==> src/rtl/ccw_sequencer.sv <==
module ccw_sequencer (
  input  logic        clk,
  input  logic        rst_n,
  input  logic        start_valid,
  input  logic [31:0] start_caw,
  output logic        busy,
  output logic        mem_req,
  output logic [23:0] mem_addr,
  input  logic        mem_rsp_valid,
  input  logic [63:0] mem_rsp_data,
  output logic        dev_cmd_valid,
  output logic [7:0]  dev_cmd_code,
  output logic [23:0] dev_data_addr,
  output logic [15:0] dev_count,
  output logic        dev_skip,
  output logic        dev_chain_data,
  input  logic        dev_end_valid,
  input  logic [7:0]  dev_unit_status,
  input  logic [15:0] dev_xfer_count,
  output logic        pci_irq,
  output logic        done_irq,
  output logic [63:0] csw
);

  typedef enum logic [2:0] {S_IDLE, S_FETCH, S_CHECK, S_ISSUE, S_WAIT} st_t;

  st_t         st;
  logic [3:0]  key_q;
  logic [23:0] fetch_a, last_a, data_a;
  logic [15:0] cnt_q;
  logic [7:0]  code_q;
  logic [63:0] word_q;
  logic [4:0]  flg_q;
  logic        prev_tic, dchain, pci_seen;

  wire [7:0]  w_code = word_q[63:56];
  wire [23:0] w_addr = word_q[55:32];
  wire [4:0]  w_flg  = word_q[31:27];
  wire [10:0] w_rsvd = word_q[26:16];
  wire [15:0] w_cnt  = word_q[15:0];

  wire w_tic     = (w_code[3:0] == 4'b1000);
  wire w_null    = (w_code[3:0] == 4'b0000) && !dchain;
  wire w_bad     = (w_rsvd != 11'd0) || w_null;
  wire tic_bad   = prev_tic || (w_addr[2:0] != 3'd0);
  wire caw_bad   = (start_caw[27:24] != 4'd0) || (start_caw[2:0] != 3'd0);

  wire f_cd  = flg_q[4];
  wire f_cc  = flg_q[3];
  wire f_sli = flg_q[2];

  wire        u_sm = dev_unit_status[6];
  wire        u_uc = dev_unit_status[1];
  wire        u_ue = dev_unit_status[0];
  wire [15:0] resid = (dev_xfer_count >= cnt_q) ? 16'd0 : cnt_q - dev_xfer_count;
  wire        il    = (resid != 16'd0) && !f_sli;
  wire [23:0] next_a = last_a + 24'd8;
  wire [23:0] skip_a = last_a + 24'd16;

  wire [7:0]  ch_end = {pci_seen, il, 6'd0};
  wire [7:0]  ch_pc  = {pci_seen, 1'b0, 1'b1, 5'd0};

  assign busy           = (st != S_IDLE);
  assign mem_req        = (st == S_FETCH);
  assign mem_addr       = fetch_a;
  assign dev_cmd_valid  = (st == S_ISSUE);
  assign dev_cmd_code   = code_q;
  assign dev_data_addr  = data_a;
  assign dev_count      = cnt_q;
  assign dev_skip       = flg_q[1];
  assign dev_chain_data = dchain;

  always_ff @(posedge clk) begin
    if (!rst_n) begin
      st       <= S_IDLE;
      key_q    <= '0;
      fetch_a  <= '0;
      last_a   <= '0;
      data_a   <= '0;
      cnt_q    <= '0;
      code_q   <= '0;
      word_q   <= '0;
      flg_q    <= '0;
      prev_tic <= 1'b0;
      dchain   <= 1'b0;
      pci_seen <= 1'b0;
      pci_irq  <= 1'b0;
      done_irq <= 1'b0;
      csw      <= '0;
    end else begin
      pci_irq  <= 1'b0;
      done_irq <= 1'b0;
      case (st)
        S_IDLE: begin
          if (start_valid) begin
            key_q <= start_caw[31:28];
            if (caw_bad) begin
              csw      <= {start_caw[31:28], 4'd0, start_caw[23:0], 8'd0, 8'h20, 16'd0};
              done_irq <= 1'b1;
            end else begin
              fetch_a  <= start_caw[23:0];
              prev_tic <= 1'b1;
              dchain   <= 1'b0;
              pci_seen <= 1'b0;
              st       <= S_FETCH;
            end
          end
        end
        S_FETCH: begin
          if (mem_rsp_valid) begin
            word_q <= mem_rsp_data;
            last_a <= fetch_a;
            st     <= S_CHECK;
          end
        end
        S_CHECK: begin
          if (w_tic && !tic_bad) begin
            fetch_a  <= w_addr;
            prev_tic <= 1'b1;
            st       <= S_FETCH;
          end else if (w_tic || w_bad) begin
            csw      <= {key_q, 4'd0, next_a, 8'd0, ch_pc, 16'd0};
            done_irq <= 1'b1;
            st       <= S_IDLE;
          end else begin
            prev_tic <= 1'b0;
            flg_q    <= w_flg;
            data_a   <= w_addr;
            cnt_q    <= w_cnt;
            if (!dchain) code_q <= w_code;
            if (w_flg[0]) begin
              pci_irq  <= 1'b1;
              pci_seen <= 1'b1;
              csw      <= {key_q, 4'd0, next_a, 8'd0, 8'h80, w_cnt};
            end
            st <= S_ISSUE;
          end
        end
        S_ISSUE: st <= S_WAIT;
        S_WAIT: begin
          if (dev_end_valid) begin
            if (u_uc && u_sm) begin
              st <= S_ISSUE;
            end else if (u_uc || u_ue || il || !(f_cd || f_cc)) begin
              csw      <= {key_q, 4'd0, next_a, dev_unit_status, ch_end, resid};
              done_irq <= 1'b1;
              st       <= S_IDLE;
            end else if (f_cd) begin
              dchain  <= 1'b1;
              fetch_a <= next_a;
              st      <= S_FETCH;
            end else begin
              dchain  <= 1'b0;
              fetch_a <= u_sm ? skip_a : next_a;
              st      <= S_FETCH;
            end
          end
        end
        default: st <= S_IDLE;
      endcase
    end
  end

  p_fetch_hold_r2: assert property (@(posedge clk) disable iff (!rst_n)
    mem_req && !mem_rsp_valid |=> mem_req && $stable(mem_addr));

  p_fetch_align_r2: assert property (@(posedge clk) disable iff (!rst_n)
    mem_req |-> mem_addr[2:0] == 3'd0);

  p_cmd_pulse_r3: assert property (@(posedge clk) disable iff (!rst_n)
    dev_cmd_valid |=> !dev_cmd_valid);

  p_no_null_cmd_r12: assert property (@(posedge clk) disable iff (!rst_n)
    dev_cmd_valid && !dev_chain_data |-> dev_cmd_code[3:0] != 4'd0 && dev_cmd_code[3:0] != 4'd8);

  p_done_idle_r5: assert property (@(posedge clk) disable iff (!rst_n)
    done_irq |-> !busy);

  p_csw_zero_r13: assert property (@(posedge clk) disable iff (!rst_n)
    done_irq |-> csw[59:56] == 4'd0);

  p_pc_no_unit_r12: assert property (@(posedge clk) disable iff (!rst_n)
    done_irq && csw[21] |-> csw[31:24] == 8'd0);

  p_pci_bit_r11: assert property (@(posedge clk) disable iff (!rst_n)
    pci_irq |-> csw[23] && busy);

endmodule

==> config.mk <==
export PLATFORM = sky130hd
export DESIGN_NAME = ccw_sequencer
export DESIGN_NICKNAME = d
export VERILOG_FILES = /design/src/rtl/ccw_sequencer.sv
export SDC_FILE = /design/constraint.sdc
export NUM_CORES = 1
export LEC_CHECK = 0
export BUFFER_PORTS_ARGS = -buffer_cell sky130_fd_sc_hd__buf_4
export CAP_MARGIN = 15
export CORE_MARGIN = 4
export CORE_UTILIZATION = 45
export DETAILED_ROUTE_END_ITERATION = 10
export GPL_TIMING_DRIVEN = 0
export PLACE_DENSITY = 0.75
export SLEW_MARGIN = 15
export SYNTH_ARGS = -nofsm -noshare
export SYNTH_HDL_FRONTEND = slang
export SYNTH_SLANG_ARGS = --single-unit
==> constraint.sdc <==
create_clock -name clk -period 3.9 [get_ports clk]
set_input_delay 0.195 -clock clk [delete_from_list [all_inputs] [get_ports clk]]
set_output_delay 0.195 -clock clk [all_outputs]
set_load 0.03 [all_outputs]
* Word level (Yosys, flattened, before mapping)
Index checks and enable logic that the tools add are counted.
** Operators by class
- $add $sub $neg :: 3
- Order comparisons :: 1
- Equal/unequal tests :: 19
- Muxes and demuxes :: 53
- Bitwise operators :: 5
- Reduce and logical (&&, ||, !) cells :: 38
** Operator list (count)
- $mux 64 :: 8
- $mux 24 :: 8
- $pmux 64 s3 :: 1
- $pmux 24 s3 :: 1
- $add 24x4->24 const B :: 1
- $add 24x5->24 const B :: 1
- $mux 1 :: 22
- $ne 2x2->1 const B :: 11
- $ge 16x16->1 :: 1
- $mux 16 :: 1
- $reduce_bool 16->1 :: 1
- $sub 16x16->16 :: 1
- $pmux 3 s5 :: 1
- $mux 3 :: 4
- $reduce_and 4->1 :: 3
- $reduce_and 6->1 :: 2
- $reduce_bool 3->1 :: 4
- $reduce_bool 11->1 :: 1
- $logic_or 1x1->1 :: 8
- $reduce_and 8->1 :: 1
- $reduce_and 7->1 :: 1
- $eq 3x2->1 const B :: 2
- $mux 2 :: 3
- $ne 3x3->1 const B :: 2
- 16 further kinds :: 30
** Word-level totals
- Flip-flop bits (word level) :: 241
- Input port bits :: 125
- Output and inout port bits :: 143
- Word-level logic and storage cells :: 134

* Depth between registers and ports, before layout
Gate-level depths: netlist of the first run.
- Depth after elaboration :: 10
- Gate-level depth with buffers :: 14

* Least setup slack after synthesis of the first run
No wires, ideal clock.
- Path kind :: register to register
- Start :: register cnt_q[0] (netlist: dev_count[0])
- End :: register fetch_a[21] (netlist: mem_addr[21])
- Library setup time :: 116 ps
- Arrival time :: 3089 ps
- Required time :: 3784 ps
- Slack :: 694 ps
- Stages on the path, launching flop included :: 14
- Buffers on the path :: 1
- Clock period less this slack :: 3206 ps
- Path through :: dfxtp_1 inv_1 ha_1 fa_1 nand2b_1 a21boi_0 o21ai_0 a221oi_1 a211oi_1 and4_4 a2111oi_4 nor2_2 buf_4 o211a_1
** On the way
- Word-level cells in the longest chain between the ends :: 8
- Elaborated cells on any way between the ends :: 9
- Classes of those cells :: 1 x add/sub; 1 x order compare; 1 x eq/ne; 1 x mux; 5 x reduce/logical
** RTL lines
- from (decl) :: line 30 : logic [15:0] cnt_q;
- from (signal assigned) :: line 129 : cnt_q <= w_cnt;
- $sub 16x16->16 or $ge 16x16->1 (tied branches) :: line 55 : wire [15:0] resid = (dev_xfer_count >= cnt_q) ? 16'd0 : cnt_q - dev_xfer_count;
- $mux 16 (*) :: line 55
- $reduce_bool 16->1 (*) :: line 56 : wire il = (resid != 16'd0) && !f_sli;
- $logic_and 1x1->1 (*) :: line 56
- $logic_or 1x1->1 (*) (2 in series) :: line 144 : end else if (u_uc || u_ue || il || !(f_cd || f_cc)) begin
- $ne 2x2->1 (no source line) (*)
- $reduce_and 7->1 (no source line) (*)
- to (signal assigned) :: line 118 : fetch_a <= w_addr;
- to (signal assigned) :: line 150 : fetch_a <= next_a;
- to (signal assigned) :: line 154 : fetch_a <= u_sm ? skip_a : next_a;
- to (decl) :: line 29 : logic [23:0] fetch_a, last_a, data_a;
Every way passes the cells marked *; elsewhere a longest branch is shown, timed or not.
A chain may end at the register's enable or synchronous reset.

* Final worst setup path of the first run
- Start :: register cnt_q[0] (netlist: dev_count[0])
- End :: register csw[27]
** On the way
- Word-level cells in the longest chain between the ends :: 8
- Elaborated cells on any way between the ends :: 9
- Classes of those cells :: 1 x add/sub; 1 x order compare; 1 x eq/ne; 1 x mux; 5 x reduce/logical
** RTL lines
- $sub 16x16->16 or $ge 16x16->1 (tied branches) :: line 55
- $mux 16 (*) :: line 55
- $reduce_bool 16->1 (*) :: line 56
- $logic_and 1x1->1 (*) :: line 56
- $logic_or 1x1->1 (*) (2 in series) :: line 144
- $ne 2x2->1 (no source line) (*)
- $reduce_and 8->1 (no source line) (*)
- to (signal assigned) :: line 122 : csw <= {key_q, 4'd0, next_a, 8'd0, ch_pc, 16'd0};
- to (signal assigned) :: line 134 : csw <= {key_q, 4'd0, next_a, 8'd0, 8'h80, w_cnt};
- to (signal assigned) :: line 145 : csw <= {key_q, 4'd0, next_a, dev_unit_status, ch_end, resid};
- to (decl) :: line 22 : output logic [63:0] csw
Marks and branches as above.

==> results.cfg, run 1 <==
[routing]
drtAntennaViolNets = 0
drtPass1Iterations = 5
wirelength_mm = 40.5
m1WireLength_mm = 16.0
highest_layer = met4
vias = 11591
drtIter0Drc = 791
wire_per_inst_um = 19.3
met2_length_mm = 19.0
drt_drc_violations_left = 0
viasPerCell = 5.52
route.met3.wl_mm = 3.33

[cells_and_area]
layout.cells.most_common_list = nand2_1, buf_4, dfxtp_1
nNetsFinal = 1910
multi_input_area_mm2 = 0.00573
fin_cells = 2100
syn_to_final_growth_pct = 35.6
final_common_cell = nand2_1
fill_cells = 2099
drive_gt1_share_pct = 18.5
regArea_mm2 = 0.00462

[timing]
report.final.slew_viol_count = 0
setup_viol = 0
hold_viol_final = 0
maxSlewHeadroom_pct = 30.7
skew_ns = 0.0108
rsz0062_at_grt = no
timing.fmax_mhz = 271
tightestPinTransition_ns = 1.03
fin_crit_sh_pct = 94.7
fin_tns_setup_ns = 0
holdWs_ns = 0.0504
min_period_ns = 3.69

[yosys]
synth.mux.area_fraction_pct = 4.86
yosysSeqAreaShare_pct = 42.3
synth_compound_area_share_pct = 19.1
synth-edff-count = 0
synth_top_family_by_area = simple AND/OR/NAND/NOR gates
synth_adder_area_share_pct = 2.25
yosys.area_share.simple_pct = 22.6
avgSynthCellArea_um2 = 7.83
syn_inst = 1395
synth-async-reset-ratio_pct = 0
synth_xor_area_share_pct = 3.37
synth.ff_latch_count = 231
synthesis.area_mm2 = 0.0109
synth_ff_type = dfxtp_1
yosysWarnings = 0
synth_cell_types = 68

[pwr]
pwr-share-seq_pct = 46.6
power-per-cell-area_mw_per_mm2 = 352
static-leakage-power_nw = 5.99
ir_drop_mv = 0.235
clockPowerShare_pct = 42.0
switching_share_pct = 24.8
netSwitchingPower_mw = 1.29
p_int_mw = 3.92
pwr-share-comb_pct = 11.4
total_power_mw = 5.21

[global_route]
grt_antenna_before_repair = 1
grt_use_total_pct = 28.9
grt_first_pass_wirelength_mm = 61.1
grt-ovfl-total = 0
grt_max_degree = 13
grt_pass1_vias = 11358

[cts]
clk_latency_ns = 0.53
htree_levels = 1
clk_pin_slew_ns = 0.06
cts_tree = yes
root_buffer = clkbuf_16
ctsResizeCount = 0
cts_buffer_depth = 3
cts.sinks = 231
numCtsBuffers = 25

[setup_path]
required_ns = 4.31
max_stage_delay_ns = 0.45
path_class = register to register
cp-start-kind = register
crit_path_cell_trace = inv_1 -> ha_1 -> fa_1 -> nand2b_1 -> a21oi_1 -> xnor2_1 -> o211ai_1 -> nor4_1 -> and4_4 -> a31oi_1 -> and2_0 -> clkbuf_1 -> a22o_1
cp_slowest_cell = nor4_1
path_delay_family = simple AND/OR/NAND/NOR gates
critical_path.max_fanout = 6
arrival_ns = 4.11
crit_buf_inv = 2
end_kind = register

[placement]
io_buffers = 258
dp_cells = 1980
dp_hpwl_mm = 30.1
gp_congestion = 0.951

[floorplan]
start_util_pct = 46.1
die_w_um = 164
die_h_um = 164
num_rows = 56
io_pins = 268
dieArea_mm2 = 0.0268
core_mm2 = 0.0237

[run]
cap_viol_max_count = 0

[worst_hold_path]
hold_class = primary input to register

[run_status]
status = finished clean
power groups by stage:
stage	combinational, mW	clock [mW]	sequential, mW
global route	0.631	2.28	2.43
floorplan	0.214	0	2.54
CTS	0.587	2.20	2.43
detailed placement	0.521	0	2.48
finish	0.593	2.19	2.43
global placement	0.517	0	2.48
state kept, by name (all words and copies together) (netlist names):
register / count
last_a: 24
dev_count: 16
done_irq: 1
st: 3
dev_data_addr: 24
word_q: 64
pci_irq: 1
dev_cmd_code: 8
pci_seen: 1
prev_tic: 1
key_q: 4
mem_addr: 24
csw: 55
dev_chain_data: 1
flg_q: 4
cells in the mapped netlist, types with 3 or more instances:
master	instances	area [µm²]
nand2_1	388	1460
dfxtp_1	231	4620
a21oi_1	163	816
nor2_1	98	368
clkbuf_1	74	278
mux2i_1	53	531
o21ai_0	41	205
o211ai_1	30	225
inv_1	26	97.6
xnor2_1	26	228
ha_1	18	225
nand3_1	16	80.1
xor2_1	16	140
buf_4	13	97.6
o211a_1	13	130
a311oi_1	12	105
nand4_1	11	68.8
and3_1	10	62.6
nor3_1	10	50.1
a211oi_1	9	67.6
a22o_1	9	78.8
buf_2	9	45.0
and2_1	8	50.1
nand2b_1	8	50.1
or3_1	8	50.1
a21o_1	6	45.0
buf_1	6	22.5
a221oi_1	5	43.8
buf_6	5	56.3
a31oi_1	4	25.0
o2111ai_1	4	35.0
o31ai_1	4	30.0
o41ai_1	4	35.0
or4_1	4	30.0
and4_1	3	26.3
nand3b_1	3	22.5
nor2b_1	3	18.8
nor4_1	3	18.8
o2111a_1	3	33.8
o21a_1	3	22.5
cell families (layout without fill, tap and decap cells):
| kind of cell | after synthesis | after routing |
|---|---|---|
| flip-flops | 231 | 231 |
| buffers and inverters | 133 | 510 |
| XOR/XNOR | 42 | 42 |
| multiplexers | 53 | 53 |
| other | 1 | 10 |
| AO/OA/AOI/OAI | 329 | 329 |
| AND/OR/NAND/NOR | 587 | 587 |
| adder cells (fa/ha/maj) | 19 | 19 |
worst register-to-register path, delay by kind of cell (launching register included):
family / cells / cell delay, ns
AOI/OAI and AO/OA: 4 / 0.93
and+or+nand+nor: 4 / 1.20
DFF: 1 / 0.36
adders and majority gates: 2 / 0.63
xor gates and xnor gates: 1 / 0.23
buffers and inverters: 2 / 0.24
worst paths after layout:
kind | startpoint | end | slack [ns] | depth (start not counted)
worst max-delay path | dev_count[0] | csw[27] | 0.21 | 13
worst min-delay path | start_caw[6] | csw[38] | 0.05 | 5
worst max register to register | dev_count[0] | csw[27] | 0.21 | 13
worst min register to register | word_q[14] | word_q[14] | 0.46 | 2
metrics by stage:
step / setup slack, ns / utilization [%] / area (µm²)
floorplan: 0.694 / - / 11000
global placement: 0.276 / 56.1 / 13300
detailed placement: 0.279 / 56.1 / 13300
CTS: 0.252 / 62.5 / 14800
global route: 0.0505 / 62.5 / 14800
finish: 0.206 / 62.5 / 14800
repair_timing:
action                                 in CTS  in global routing
endpoints found under the hold margin      82                  0
setup buffers                               0                  0
hold buffers                               78                  0
per-layer routing:
metal	track usage, %	vias to the layer above
met5	0	-
met4	14.0	0
met3	4.09	126
met2	48.9	549
met1	36.4	5423
li1	-	5493
final cells by class:
| class | count | area share [%] |
|---|---|---|
| diodes | 1 | 0.0169 |
| plain buffers | 107 | 3.37 |
| clock buffers | 39 | 4.85 |
| clock inverters | 2 | 0.110 |
| inverters | 26 | 0.659 |
| multi-input cells | 1039 | 38.7 |
| flip-flops and latches | 231 | 31.2 |
| well taps | 319 | 2.70 |
| repair buffers | 336 | 18.4 |
Note: power is estimated with default switching activity, not from simulation.
==> run 2: changes to the inputs <==
CELL_PAD_IN_SITES_DETAIL_PLACEMENT = 0   (was default)
CELL_PAD_IN_SITES_GLOBAL_PLACEMENT = 1   (was default)
CORE_UTILIZATION = 39   (was 45)
PLACE_DENSITY = 0.86   (was 0.75)
==> run 2 against run 1 <==
  * Setup slack got worse by 0.028 ns
  * Worst hold slack worse by 0.0013 ns
  * Combinational power about the same
  * Via count decreased by 1.8%
  * Clock power up 9.1%
  * Clock-buffer cell count unchanged
  * Clock skew increased by 0.0049 ns
  * Non-clock buffer count is 1 higher
  * Largest cell class unchanged
  * Largest power group unchanged
==> results.cfg, run 2 (synthesis gave the netlist of run 1 again) <==
[global_route]
grt_pass1_vias = 11249
grt_use_total_pct = 26.2
grt-ovfl-total = 0
grt_max_degree = 13
grt_first_pass_wirelength_mm = 63.5
grt_antenna_before_repair = 0

[timing]
hold_viol_final = 0
skew_ns = 0.0156
setup_viol = 0
rsz0062_at_grt = no
fin_tns_setup_ns = 0
timing.fmax_mhz = 269
min_period_ns = 3.72
tightestPinTransition_ns = 1.03
fin_crit_sh_pct = 95.4
report.final.slew_viol_count = 0
maxSlewHeadroom_pct = 30.9

[routing]
wire_per_inst_um = 19.4
drtPass1Iterations = 5
drtAntennaViolNets = 0
wirelength_mm = 41.9
viasPerCell = 5.28
vias = 11382
drtIter0Drc = 845
drt_drc_violations_left = 0

[placement]
dp_cells = 2033
gp_congestion = 0.931
dp_hpwl_mm = 32.1
dpl-instance-area_mm2 = 0.0134
io_buffers = 258

[cts]
clk_latency_ns = 0.53
clk_pin_slew_ns = 0.06
cts_tree = yes
root_buffer = clkbuf_16
cts.sinks = 231
numCtsBuffers = 26
cts_buffer_depth = 3
htree_levels = 1

[run_status]
status = finished clean

[pwr]
switching_share_pct = 24.2
clockPowerShare_pct = 44.2
p_int_mw = 4.10
netSwitchingPower_mw = 1.31
power-per-cell-area_mw_per_mm2 = 361
pwr-share-comb_pct = 11.0
total_power_mw = 5.41
static-leakage-power_nw = 6.05
pwr-share-seq_pct = 44.8
ir_drop_mv = 0.265

[setup_path]
crit_path_cell_trace = inv_1 -> ha_1 -> fa_1 -> nand2b_1 -> a21oi_1 -> xnor2_1 -> o211ai_1 -> nor4_2 -> and4_4 -> a31oi_1 -> and2_0 -> clkbuf_1 -> a22o_1
cp_slowest_cell = nor4_2
cp-start-kind = register
required_ns = 4.32
arrival_ns = 4.14
end_kind = register
path_delay_family = simple AND/OR/NAND/NOR gates
crit_buf_inv = 2
critical_path.max_fanout = 6
max_stage_delay_ns = 0.45
path_class = register to register

[cells_and_area]
largest_reg_flops = 64
syn_to_final_growth_pct = 37.2
final_common_cell = nand2_1
fill_cells = 2594
regMostFlops = word_q
layout.cells.most_common_list = nand2_1, buf_4, dfxtp_1
nNetsFinal = 1912
drive_gt1_share_pct = 18.9
design_area_mm2 = 0.0150
diodes = 0
fin_cells = 2156
reg.largest.list = word_q: 64 flops, csw: 55 flops

[floorplan]
start_util_pct = 40.1
io_pins = 268
die_w_um = 175
die_h_um = 175
core_mm2 = 0.0273
num_rows = 60
dieArea_mm2 = 0.0307

[run]
cap_viol_max_count = 0

[worst_hold_path]
hold_class = primary input to register
run 2: per-layer routing:
metal	up-vias	track usage (%)	wire length, µm	part of all wire [%]
met4	0	9.95	1830	4.4
met3	95	4.18	2820	6.7
met1	5327	34.1	17900	43
met2	465	43.8	19300	46
li1	5495	-	-	-
met5	-	0	0	0
run 2: power by group through the flow:
stage	Combinational (mW)	Sequential, mW	Clock (mW)
6_report	0.594	2.43	2.39
5_1_grt	0.638	2.43	2.52
4_1_cts	0.593	2.43	2.42
3_5_place_dp	0.526	2.48	0
3_3_place_gp	0.524	2.48	0
2_1_floorplan	0.214	2.54	0
run 2: what timing repair did:
action,4_1_cts,5_1_grt
endpoints found under the hold margin,83,0
hold buffers,79,0
endpoints found under the setup margin,0,29
resized for setup,0,1
setup buffers,0,0
run 2: worst paths after layout:
check	to	slack, ns	start	cells after the start
worst max-delay path	csw[29]	0.18	dev_count[0]	13
worst max register to register	csw[29]	0.18	dev_count[0]	13
worst min register to register	word_q[26]	0.45	word_q[26]	2
worst min-delay path	csw[35]	0.05	start_caw[3]	3
run 2: through the flow:
step / util (%) / hold WS [ns] / worst slack [ns]
after global placement: 49.0 / 0.410 / 0.0963
after detailed placement: 49.0 / 0.421 / 0.0758
after global routing: 55.0 / 0.0584 / 0.00883
after floorplan: - / 0.328 / 0.694
after CTS: 55.0 / 0.0287 / 0.0536
final: 55.0 / 0.0491 / 0.179
run 2: cell type report:
type | count | area, µm² | area share, %
multi-input combinational | 1039 | 5740 | 38.3
sequential | 231 | 4620 | 30.9
timing repair buffer | 337 | 2730 | 18.2
clock buffer | 39 | 781 | 5.21
buffer | 107 | 499 | 3.33
tap | 372 | 465 | 3.11
inverter | 26 | 97.6 | 0.651
clock inverter | 5 | 50.0 | 0.334
run 2: worst reg2reg max path: stages, from the launching register on:
cell and delay (ns):
dfxtp_1 0.36, inv_1 0.06, ha_1 0.23, fa_1 0.41, nand2b_1 0.21, a21oi_1 0.34
xnor2_1 0.19, o211ai_1 0.14, nor4_2 0.45, and4_4 0.34, a31oi_1 0.20, and2_0 0.22
clkbuf_1 0.19, a22o_1 0.28
